==> src/rtl/nco_mix_pkg.sv <==
package nco_mix_pkg;
  typedef enum logic [1:0] {
    GAIN_0DB = 2'b00,
    GAIN_3DB = 2'b01,
    GAIN_6DB = 2'b10,
    GAIN_RSV = 2'b11
  } gain_e;

  localparam int G3_NUM   = 181;  // 181/128 ~ sqrt(2)
  localparam int G3_SHIFT = 7;
endpackage

==> src/rtl/nco_phase_acc.sv <==
module nco_phase_acc #(
  parameter int ACC_W = 32
) (
  input  logic             clk_i,
  input  logic             rst_ni,
  input  logic             step_i,
  input  logic [ACC_W-1:0] tune_word_i,
  input  logic             reload_tgl_i,
  input  logic             hold_i,
  output logic [ACC_W-1:0] phase_o,
  output logic [1:0]       fs4_k_o
);
  logic             tgl_q;
  logic [ACC_W-1:0] word_q;
  logic [ACC_W-1:0] phase_q;
  logic [1:0]       k_q;
  logic             reload;
  logic [ACC_W-1:0] inc;

  assign reload = reload_tgl_i ^ tgl_q;
  assign inc    = hold_i ? '0 : word_q;

  always_ff @(posedge clk_i or negedge rst_ni) begin
    if (!rst_ni) begin
      tgl_q   <= 1'b0;
      word_q  <= '0;
      phase_q <= '0;
      k_q     <= '0;
    end else begin
      tgl_q <= reload_tgl_i;
      if (reload) begin
        word_q  <= tune_word_i;
        phase_q <= '0;
        k_q     <= '0;
      end else if (step_i) begin
        phase_q <= phase_q + inc;
        k_q     <= k_q + 2'd1;
      end
    end
  end

  assign phase_o = phase_q;
  assign fs4_k_o = k_q;
endmodule

==> src/rtl/nco_sincos.sv <==
module nco_sincos #(
  parameter int AMP_W = 16,
  parameter int IDX_W = 10
) (
  input  logic [IDX_W-1:0]        idx_i,
  output logic signed [AMP_W-1:0] cos_o,
  output logic signed [AMP_W-1:0] sin_o
);
  localparam int AW      = IDX_W - 2;
  localparam int QTR     = 1 << AW;
  localparam int AMP_MAX = (1 << (AMP_W - 1)) - 1;
  localparam logic [IDX_W-1:0] QTR_IDX = IDX_W'(QTR);

  function automatic logic [QTR*AMP_W-1:0] build_lut();
    logic [QTR*AMP_W-1:0] t;
    real x, x2, s, v;
    logic [31:0] r;
    t = '0;
    for (int k = 0; k < QTR; k++) begin
      x  = 2.0 * 3.14159265358979 * (real'(k) + 0.5) / real'(4 * QTR);
      x2 = x * x;
      s  = x * (1.0 - x2 / 6.0 * (1.0 - x2 / 20.0 * (1.0 - x2 / 42.0 * (1.0 - x2 / 72.0))));
      v  = s * real'(AMP_MAX) + 0.5;
      r  = 32'($rtoi(v));
      t[k*AMP_W +: AMP_W] = r[AMP_W-1:0];
    end
    return t;
  endfunction

  localparam logic [QTR*AMP_W-1:0] LUT = build_lut();

  function automatic logic signed [AMP_W-1:0] rd(input logic [IDX_W-1:0] idx);
    logic [AW-1:0]           a;
    logic signed [AMP_W-1:0] mag;
    a   = idx[AW] ? ~idx[AW-1:0] : idx[AW-1:0];
    mag = LUT[int'(a)*AMP_W +: AMP_W];
    return idx[IDX_W-1] ? -mag : mag;
  endfunction

  assign sin_o = rd(idx_i);
  assign cos_o = rd(idx_i + QTR_IDX);
endmodule

==> src/rtl/nco_gain_sat.sv <==
module nco_gain_sat
  import nco_mix_pkg::*;
#(
  parameter int W = 16
) (
  input  logic signed [W-1:0] d_i,
  input  gain_e               sel_i,
  output logic signed [W-1:0] q_o
);
  localparam int EW = W + 9;
  localparam logic signed [EW-1:0] K3   = EW'(G3_NUM);
  localparam logic signed [EW-1:0] MAXV = EW'((1 << (W - 1)) - 1);
  localparam logic signed [EW-1:0] MINV = -MAXV - EW'(1);

  logic signed [EW-1:0] dx;
  logic signed [EW-1:0] wide;

  always_comb begin
    dx = EW'(d_i);
    unique case (sel_i)
      GAIN_3DB: wide = (dx * K3) >>> G3_SHIFT;
      GAIN_6DB: wide = dx <<< 1;
      default:  wide = dx;
    endcase
    if (wide > MAXV)      q_o = MAXV[W-1:0];
    else if (wide < MINV) q_o = MINV[W-1:0];
    else                  q_o = wide[W-1:0];
  end
endmodule

==> src/rtl/nco_mix_top.sv <==
module nco_mix_top
  import nco_mix_pkg::*;
#(
  parameter int SMP_W = 16,
  parameter int ACC_W = 32,
  parameter int IDX_W = 10
) (
  input  logic             clk_i,
  input  logic             rst_ni,
  input  logic             smp_valid_i,
  input  logic [SMP_W-1:0] smp_i,
  input  logic [ACC_W-1:0] tune_word_i,
  input  logic             reload_tgl_i,
  input  logic             ph_inv_i,
  input  logic             fs4_en_i,
  input  logic             fs4_inv_i,
  input  logic             real_mode_i,
  input  logic [1:0]       gain_sel_i,
  output logic             iq_valid_o,
  output logic [SMP_W-1:0] i_o,
  output logic [SMP_W-1:0] q_o
);
  localparam int PW = 2 * SMP_W;
  localparam logic signed [SMP_W-1:0] SMAX = SMP_W'((1 << (SMP_W - 1)) - 1);
  localparam logic signed [SMP_W-1:0] SMIN = ~SMAX;

  logic [ACC_W-1:0] phase;
  logic [1:0]       fs4_k;
  logic [IDX_W-1:0] idx;
  logic signed [SMP_W-1:0] cos_w, sin_w, nsin_w;
  logic signed [SMP_W-1:0] x, neg_x;
  logic signed [PW-1:0]    prod_i, prod_q;
  logic signed [SMP_W-1:0] nco_i, nco_q, f4_i, f4_q, mix_i, mix_q;

  nco_phase_acc #(.ACC_W(ACC_W)) u_acc (
    .clk_i        (clk_i),
    .rst_ni       (rst_ni),
    .step_i       (smp_valid_i),
    .tune_word_i  (tune_word_i),
    .reload_tgl_i (reload_tgl_i),
    .hold_i       (real_mode_i),
    .phase_o      (phase),
    .fs4_k_o      (fs4_k)
  );

  // ones complement of the index mirrors the half-step-offset angle to -theta
  assign idx = ph_inv_i ? ~phase[ACC_W-1 -: IDX_W] : phase[ACC_W-1 -: IDX_W];

  nco_sincos #(.AMP_W(SMP_W), .IDX_W(IDX_W)) u_lut (
    .idx_i (idx),
    .cos_o (cos_w),
    .sin_o (sin_w)
  );

  assign x      = signed'(smp_i);
  assign nsin_w = -sin_w;
  assign prod_i = PW'(x) * PW'(cos_w);
  assign prod_q = PW'(x) * PW'(nsin_w);
  assign nco_i  = prod_i[SMP_W-1 +: SMP_W];
  assign nco_q  = prod_q[SMP_W-1 +: SMP_W];
  assign neg_x  = (x == SMIN) ? SMAX : -x;

  always_comb begin
    f4_i = '0;
    f4_q = '0;
    unique case (fs4_k)
      2'd0: f4_i = x;
      2'd1: f4_q = fs4_inv_i ? x : neg_x;
      2'd2: f4_i = neg_x;
      default: f4_q = fs4_inv_i ? neg_x : x;
    endcase
    if (real_mode_i) begin
      mix_i = x;
      mix_q = '0;
    end else if (fs4_en_i) begin
      mix_i = f4_i;
      mix_q = f4_q;
    end else begin
      mix_i = nco_i;
      mix_q = nco_q;
    end
  end

  logic                    s1_vld;
  logic signed [SMP_W-1:0] s1_lane [2];
  logic signed [SMP_W-1:0] g_lane  [2];

  always_ff @(posedge clk_i or negedge rst_ni) begin
    if (!rst_ni) begin
      s1_vld     <= 1'b0;
      s1_lane[0] <= '0;
      s1_lane[1] <= '0;
    end else begin
      s1_vld <= smp_valid_i;
      if (smp_valid_i) begin
        s1_lane[0] <= mix_i;
        s1_lane[1] <= mix_q;
      end
    end
  end

  for (genvar l = 0; l < 2; l++) begin : g_gain
    nco_gain_sat #(.W(SMP_W)) u_gain (
      .d_i   (s1_lane[l]),
      .sel_i (gain_e'(gain_sel_i)),
      .q_o   (g_lane[l])
    );
  end

  always_ff @(posedge clk_i or negedge rst_ni) begin
    if (!rst_ni) begin
      iq_valid_o <= 1'b0;
      i_o        <= '0;
      q_o        <= '0;
    end else begin
      iq_valid_o <= s1_vld;
      if (s1_vld) begin
        i_o <= g_lane[0];
        q_o <= g_lane[1];
      end
    end
  end
endmodule

==> config.mk <==
export PLATFORM = sky130hd
export DESIGN_NAME = nco_mix_top
export DESIGN_NICKNAME = d
export VERILOG_FILES = /design/src/rtl/nco_mix_pkg.sv /design/src/rtl/nco_phase_acc.sv /design/src/rtl/nco_sincos.sv /design/src/rtl/nco_gain_sat.sv /design/src/rtl/nco_mix_top.sv
export SDC_FILE = /design/constraint.sdc
export NUM_CORES = 2
export LEC_CHECK = 0
export BUFFER_PORTS_ARGS = -buffer_cell sky130_fd_sc_hd__clkbuf_2
export CAP_MARGIN = 20
export CORE_UTILIZATION = 40
export DETAILED_ROUTE_END_ITERATION = 7
export PLACE_DENSITY = 0.59
export SETUP_SLACK_MARGIN = 0.5
export SLEW_MARGIN = 20
export SYNTH_ARGS = -nofsm -noshare
export SYNTH_HDL_FRONTEND = slang
export SYNTH_SLANG_ARGS = --single-unit
export TNS_END_PERCENT = 100
==> constraint.sdc <==
create_clock -name clk_i -period 16.4 [get_ports clk_i]
set_clock_uncertainty 0.1 [all_clocks]
set_input_delay 3.28 -clock clk_i [delete_from_list [all_inputs] [get_ports clk_i]]
set_output_delay 3.28 -clock clk_i [all_outputs]
set_load 0.01 [all_outputs]
Word level (Yosys, flattened, before mapping) --
Cells that the tools add are included.
Word-level totals: word-level logic and storage cells 64, flip-flop bits (word level) 133, memory bits (writable) 0, memories 0, output and inout bits 33, bits in latches 0, bits in read-only memories 0, input port bits 58
Cells by class: multiply operators 4, reductions and logical operators 3, shift operators 2, equal/unequal tests 5, div/mod/pow operators 0, add/sub/neg operators 7, muxes and demuxes 25, $lt $le $gt $ge 4, bitwise gates (word level) 4
Operators by type and width (count):
- 4096-bit by 13-bit variable part select with 16-bit output, first input constant | 2
- 16-bit 2-to-1 mux | 13
- 25-bit case mux with 2 select lines | 2
- 32-bit 2-to-1 mux | 3
- 16-bit negation | 4
- 16-bit case mux with 2 select lines | 2
- 16-bit by 16-bit multiplier with 31-bit output | 2
- 25-bit by 16-bit > comparator with 1-bit output, second input constant | 2
- 25-bit by 16-bit < comparator with 1-bit output, second input constant | 2
- 16-bit by 9-bit multiplier with 25-bit output, second input constant | 2
- 32-bit adder | 1
- 16-bit == test, second input constant | 1
- 8-bit 2-to-1 mux | 2
- 8-bit inverter | 2
- 10-bit by 9-bit adder with 10-bit output, second input constant | 1
- 10-bit 2-to-1 mux | 1
- 10-bit inverter | 1
- 2-bit by 1-bit == test with 1-bit output, second input constant | 2
- 2-bit == test, second input constant | 2
- 2-bit 2-to-1 mux | 2
- 2-bit by 1-bit adder with 2-bit output, second input constant | 1
- 2-bit zero test | 1
- 2-bit nonzero test | 1
- 2-bit OR reduction | 1
- 1-bit bitwise XOR | 1

Logic depth before layout (Yosys ltp) --
word-level depth 11, depth in mapped cells 54, mapped depth without buffers 44

By module --
A second synthesis with hierarchy kept.
Unflattened totals: cell total of the unflattened synthesis 6269, area total of the unflattened synthesis 49082.1 um^2
Modules (own cells, without submodules):
- nco_mix_top | cells each 2442, seq. area each 1651.6 um^2, area each 22242.6 um^2, instances 1
- nco_sincos | cells each 2560, seq. area each 0.0 um^2, area each 16118.0 um^2, instances 1
- nco_gain_sat | cells each 370, seq. area each 0.0 um^2, area each 3134.3 um^2, instances 2
- nco_phase_acc | cells each 527, seq. area each 1676.6 um^2, area each 4453.0 um^2, instances 1

Least setup slack after synthesis --
Ideal clock, no wire load.
kind flip-flop to flip-flop, start point reg u_acc.phase_q[30] (netlist: u_acc.phase_o[30]), end point reg s1_lane[14] (netlist bit), setup time 0.133 ns, clock period less this slack 11.682 ns, data required time 16.167 ns, data arrival time 11.449 ns, path slack 4.718 ns, buffers on the path 10, cell stages (with the launch flop) 55, path through dfrtp_1 > buf_6 > buf_6 > buf_2 > buf_2 > buf_2 > buf_2 > buf_2 > buf_2 > xnor2_1 > ha_1 > nor2b_1 > o22a_1 > o21ai_0 > a32oi_1 > a211oi_1 > a211o_1 > inv_2 > [19 not listed] > fa_1 > inv_1 > fa_1 > inv_1 > ha_1 > nand4_1 > o21ai_0 > a21o_1 > a21o_1 > a41o_1 > a41oi_1 > o211ai_1 > a31oi_1 > o21bai_1 > a21o_1 > xor2_1 > a211oi_1 > a21oi_1
Between the ends: cells in the longest elaborated chain, start to end 10
Ends and longest elaborated chain:
- from (decl) | RTL line nco_phase_acc.sv:15 | logic [ACC_W-1:0] phase_q;
- from (signal assigned) | RTL line nco_phase_acc.sv:36 | phase_q <= phase_q + inc;
- 10-bit inverter | RTL line nco_mix_top.sv:47 | assign idx = ph_inv_i ? ~phase[ACC_W-1 -: IDX_W] : phase[ACC_W-1 -: IDX_W];
- 10-bit 2-to-1 mux * | RTL line nco_mix_top.sv:47
- 8-bit 2-to-1 mux * | RTL line nco_sincos.sv:35 | a = idx[AW] ? ~idx[AW-1:0] : idx[AW-1:0];
- 4096-bit by 13-bit variable part select with 16-bit output * | RTL line nco_sincos.sv:36 | mag = LUT[int'(a)*AMP_W +: AMP_W];
- 16-bit negation | RTL line nco_sincos.sv:37 | return idx[IDX_W-1] ? -mag : mag;
- 16-bit 2-to-1 mux * | RTL line nco_sincos.sv:37
- 16-bit negation * | RTL line nco_mix_top.sv:56 | assign nsin_w = -sin_w;
- 16-bit by 16-bit multiplier with 31-bit output * | RTL line nco_mix_top.sv:58 | assign prod_q = PW'(x) * PW'(nsin_w);
- 16-bit 2-to-1 mux * | RTL line nco_mix_top.sv:75 | end else if (fs4_en_i) begin
- 16-bit 2-to-1 mux * | RTL line nco_mix_top.sv:72 | if (real_mode_i) begin
- to (decl) | RTL line nco_mix_top.sv:85 | logic signed [SMP_W-1:0] s1_lane [2];
Mark *: on every way between the ends. The rest lies on a longest branch, timed or not. A chain may end at the register's enable or synchronous reset.

Worst setup path after layout --
start point reg u_acc.phase_q[30] (netlist: u_acc.phase_o[30]), end point reg s1_lane[29] (netlist bit)
Between the ends: cells in the longest elaborated chain, start to end 10
Ends and longest elaborated chain:
- 10-bit inverter | RTL line nco_mix_top.sv:47
- 10-bit 2-to-1 mux * | RTL line nco_mix_top.sv:47
- 10-bit by 9-bit adder with 10-bit output * | RTL line nco_sincos.sv:41 | assign cos_o = rd(idx_i + QTR_IDX);
- 8-bit 2-to-1 mux | RTL line nco_sincos.sv:35
- 4096-bit by 13-bit variable part select with 16-bit output | RTL line nco_sincos.sv:36
- 16-bit negation | RTL line nco_sincos.sv:37
- 16-bit 2-to-1 mux * | RTL line nco_sincos.sv:37
- 16-bit by 16-bit multiplier with 31-bit output * | RTL line nco_mix_top.sv:57 | assign prod_i = PW'(x) * PW'(cos_w);
- 16-bit 2-to-1 mux * | RTL line nco_mix_top.sv:75
- 16-bit 2-to-1 mux * | RTL line nco_mix_top.sv:72
Marks and branches as above.

==> results.sh <==
export IMPL_netlist_top_cells_count="inv_1, fa_1, nand2_1"
export IMPL_reg2regPathDepth=38
export IMPL_synth_fa_ha_area_frac=0.3632
export IMPL_async_flop_share=1.000
export IMPL_nets=6497
export IMPL_synth_edf_count=0
export IMPL_clock_sinks=133
export IMPL_cts_buffers=17
export IMPL_die_area_mm2=0.1142
export IMPL_chipWidth_um=337.9
export IMPL_cp_top_family="compound AO/OA/AOI/OAI gates"
export IMPL_insertion_delay_ps=460
export IMPL_worst_pin_slew_ps=1358
export IMPL_start_kind="flip-flop"
export IMPL_worstSetupEndpointType="flip-flop"
export IMPL_root_buffer="clkbuf_16"
export IMPL_syn_nets=6647
export IMPL_slew_headroom=0.08347
export IMPL_arrival_ps=14190
export IMPL_yosysMostFrequentCell="inv_1"
export IMPL_ctsLongestPathBuffers=2
export IMPL_setup_tns_final_ps=0
export IMPL_final_antenna_net_count=0
export IMPL_ctsResizeCount=0
export IMPL_start_util=0.4055
export IMPL_cts_setup_buffers=0
export IMPL_path_max_fanout=101
export IMPL_synth_simple_gate_area_frac=0.1712
export IMPL_cts_tree="built"
export IMPL_pre_cts_slack_ps=2953
export IMPL_first_iter_violations=6505
export IMPL_drc=0
export IMPL_synth_top_area_frac=0.2640
export IMPL_gr_usage_met3=0.1158
export IMPL_fin_crit_sh=0.8531
export IMPL_crit_cells=38
export IMPL_critical_path_max_stage_delay_ps=690
export IMPL_htreeDepth=4
export IMPL_slowest_stage="dfrtp_4"
export IMPL_fmax_ghz=0.07148
export IMPL_synthFlopType="dfrtp_1"
export IMPL_synth_area_per_cell_um2=8.005
export IMPL_routed_wl_um=233400
export IMPL_cts_hold_buf=0
export IMPL_num_rows=122
export IMPL_viasPerCell=6.663
export IMPL_synth_compound_area_frac=0.2309
export IMPL_port_buffers=90
export IMPL_antenna_found_initial=23
export IMPL_fin_hold_ws_ps=399.3
export IMPL_rsz0062_at_grt="false"
export IMPL_synth_top_family_by_area="adder cells"
export IMPL_synthDistinctLibCells=108
export IMPL_grt_max_degree=129
export IMPL_grt_busiest_layer="met2"
export IMPL_grt_pass1_wl_um=333100
export IMPL_fin_crit_ps=13990
export IMPL_syn_inst=5637
export IMPL_critical_path_class="flip-flop to flip-flop"
export IMPL_core_area_mm2=0.1113
export IMPL_ys_seq_area_frac=0.07376
export IMPL_path_buf_inv=8
export IMPL_synth_xor_area_frac=0.03455
export IMPL_grt_pass1_vias=45180
export IMPL_wl_per_cell_um=33.32
export IMPL_io_pins=91
export IMPL_place_hpwl_um=168200
export IMPL_finish_instance_area_mm2=0.04769
export IMPL_outcome="complete, no violations"
export IMPL_yosysTopAreaCell="fa_1"
export IMPL_grt_use_total=0.4044
export IMPL_path_clk_slew_ps=60
export IMPL_layout_drive_gt1_share=0.09327
export IMPL_cap_violations=0
export IMPL_synth_seq_cells=133
export IMPL_ys_top_cells_by_area="fa_1, ha_1, dfrtp_1"
export IMPL_setup_violations=0
export IMPL_slew_viol_final=0
export IMPL_use_met2=0.5709
export IMPL_gp_routability_congestion=1.099
export IMPL_worstPathRequired_ps=16600
export IMPL_synth_warnings=0
export IMPL_use_met1=0.5567
export IMPL_grt_overflow_total=0
export IMPL_vias=46670
export IMPL_placed_area_mm2=0.04700
export IMPL_die_h_um=337.9
export IMPL_synth_cell_area_mm2=0.04512
export IMPL_worst_slack_ps=2409
export IMPL_syn2layout_area_growth_pct=5.695
export IMPL_synthMuxAreaShare=0.02324
export IMPL_drtPass1Iterations=8
export IMPL_crit_top_cell="fa_1"
export IMPL_hold_viol=0
export IMPL_hold_depth=1
export IMPL_min_path_type="flip-flop to flip-flop"
==> metrics by stage <==
| step | cells | util |
|---|---|---|
| 6_report | 7004 | 0.4286 |
| 3_5_place_dp | 6955 | 0.4224 |
| 3_3_place_gp | 6955 | 0.4224 |
| 5_1_grt | 6989 | 0.4283 |
| 2_1_floorplan | 5637 | - |
| 4_1_cts | 6987 | 0.4280 |
==> routing by layer <==
layer	vias up	part of all wire
met1	23320	0.41
met4	12	0.062
met5	-	0.00035
met2	3372	0.40
met3	811	0.12
li1	19150	-
==> state kept, by name, summed over array words and instances (netlist names) <==
name	count
s1_lane	32
iq_valid_o	1
q_o	16
u_acc.word_q	32
s1_vld	1
u_acc.tgl_q	1
u_acc.phase_o	32
u_acc.fs4_k_o	2
i_o	16
==> cell usage in the layout (no fill, tap or decap), types with 24 or more instances in the layout <==
cell | netlist | layout
inv_1 | 632 | 631
fa_1 | 595 | 595
nand2_1 | 501 | 501
a21oi_1 | 423 | 423
nor2_1 | 370 | 367
ha_1 | 357 | 357
o21ai_0 | 341 | 339
buf_4 | 28 | 203
and2_1 | 147 | 147
dfrtp_1 | 133 | 126
nor3_1 | 112 | 112
xnor2_1 | 116 | 112
o211ai_1 | 90 | 90
clkbuf_2 | 0 | 88
nor2b_1 | 87 | 83
nand3_1 | 80 | 80
nand2b_1 | 77 | 74
a31oi_1 | 73 | 73
o22ai_1 | 71 | 70
a211oi_1 | 62 | 62
a221oi_1 | 48 | 48
mux2i_1 | 44 | 44
xor2_1 | 49 | 44
a21o_1 | 40 | 40
or2_2 | 39 | 39
o221ai_1 | 39 | 39
mux2_2 | 36 | 36
a22oi_1 | 31 | 31
nand4_1 | 28 | 28
and3_1 | 26 | 26
o31ai_1 | 25 | 25
or3_1 | 24 | 24
==> worst register-to-register path: cells and delay by family (launching register included) <==
| family | cells | cell delay (ps) |
|---|---|---|
| buf+inv | 8 | 2390 |
| simple gates | 4 | 720 |
| compound gates | 14 | 4670 |
| flops | 1 | 690 |
| fa+ha+maj | 10 | 4560 |
| xor+xnor | 2 | 680 |
==> worst paths after layout <==
kind | start | endpoint | slack (ps)
max in group asynchronous | rst_ni | s1_lane[2] | 12220
worst max-delay path | u_acc.phase_o[30] | s1_lane[29] | 2410
worst min-delay path | u_acc.word_q[6] | u_acc.word_q[6] | 400
worst max register to register | u_acc.phase_o[30] | s1_lane[29] | 2410
worst min register to register | u_acc.word_q[6] | u_acc.word_q[6] | 400
min in group asynchronous | rst_ni | u_acc.word_q[20] | 2790
==> layout make-up <==
type	count	area, µm²
fillers	11310	63580
clock inverters	15	196.4
inverters	641	2406
well taps	1488	1862
multi-input cells	4395	37310
repair buffers	299	2103
diodes	16	40.04
clock buffers	17	425.4
flip-flops and latches	133	3352
==> cell families after synthesis <==
kind of cell	Yosys count
compound gates	1587
xor+xnor	172
fa+ha+maj	953
buf+inv	1109
flops	133
mux	89
simple gates	1594
Power is left out: the tool's default activity adds up to more than one toggle a clock period on the data nets, which glitch-free logic cannot reach.
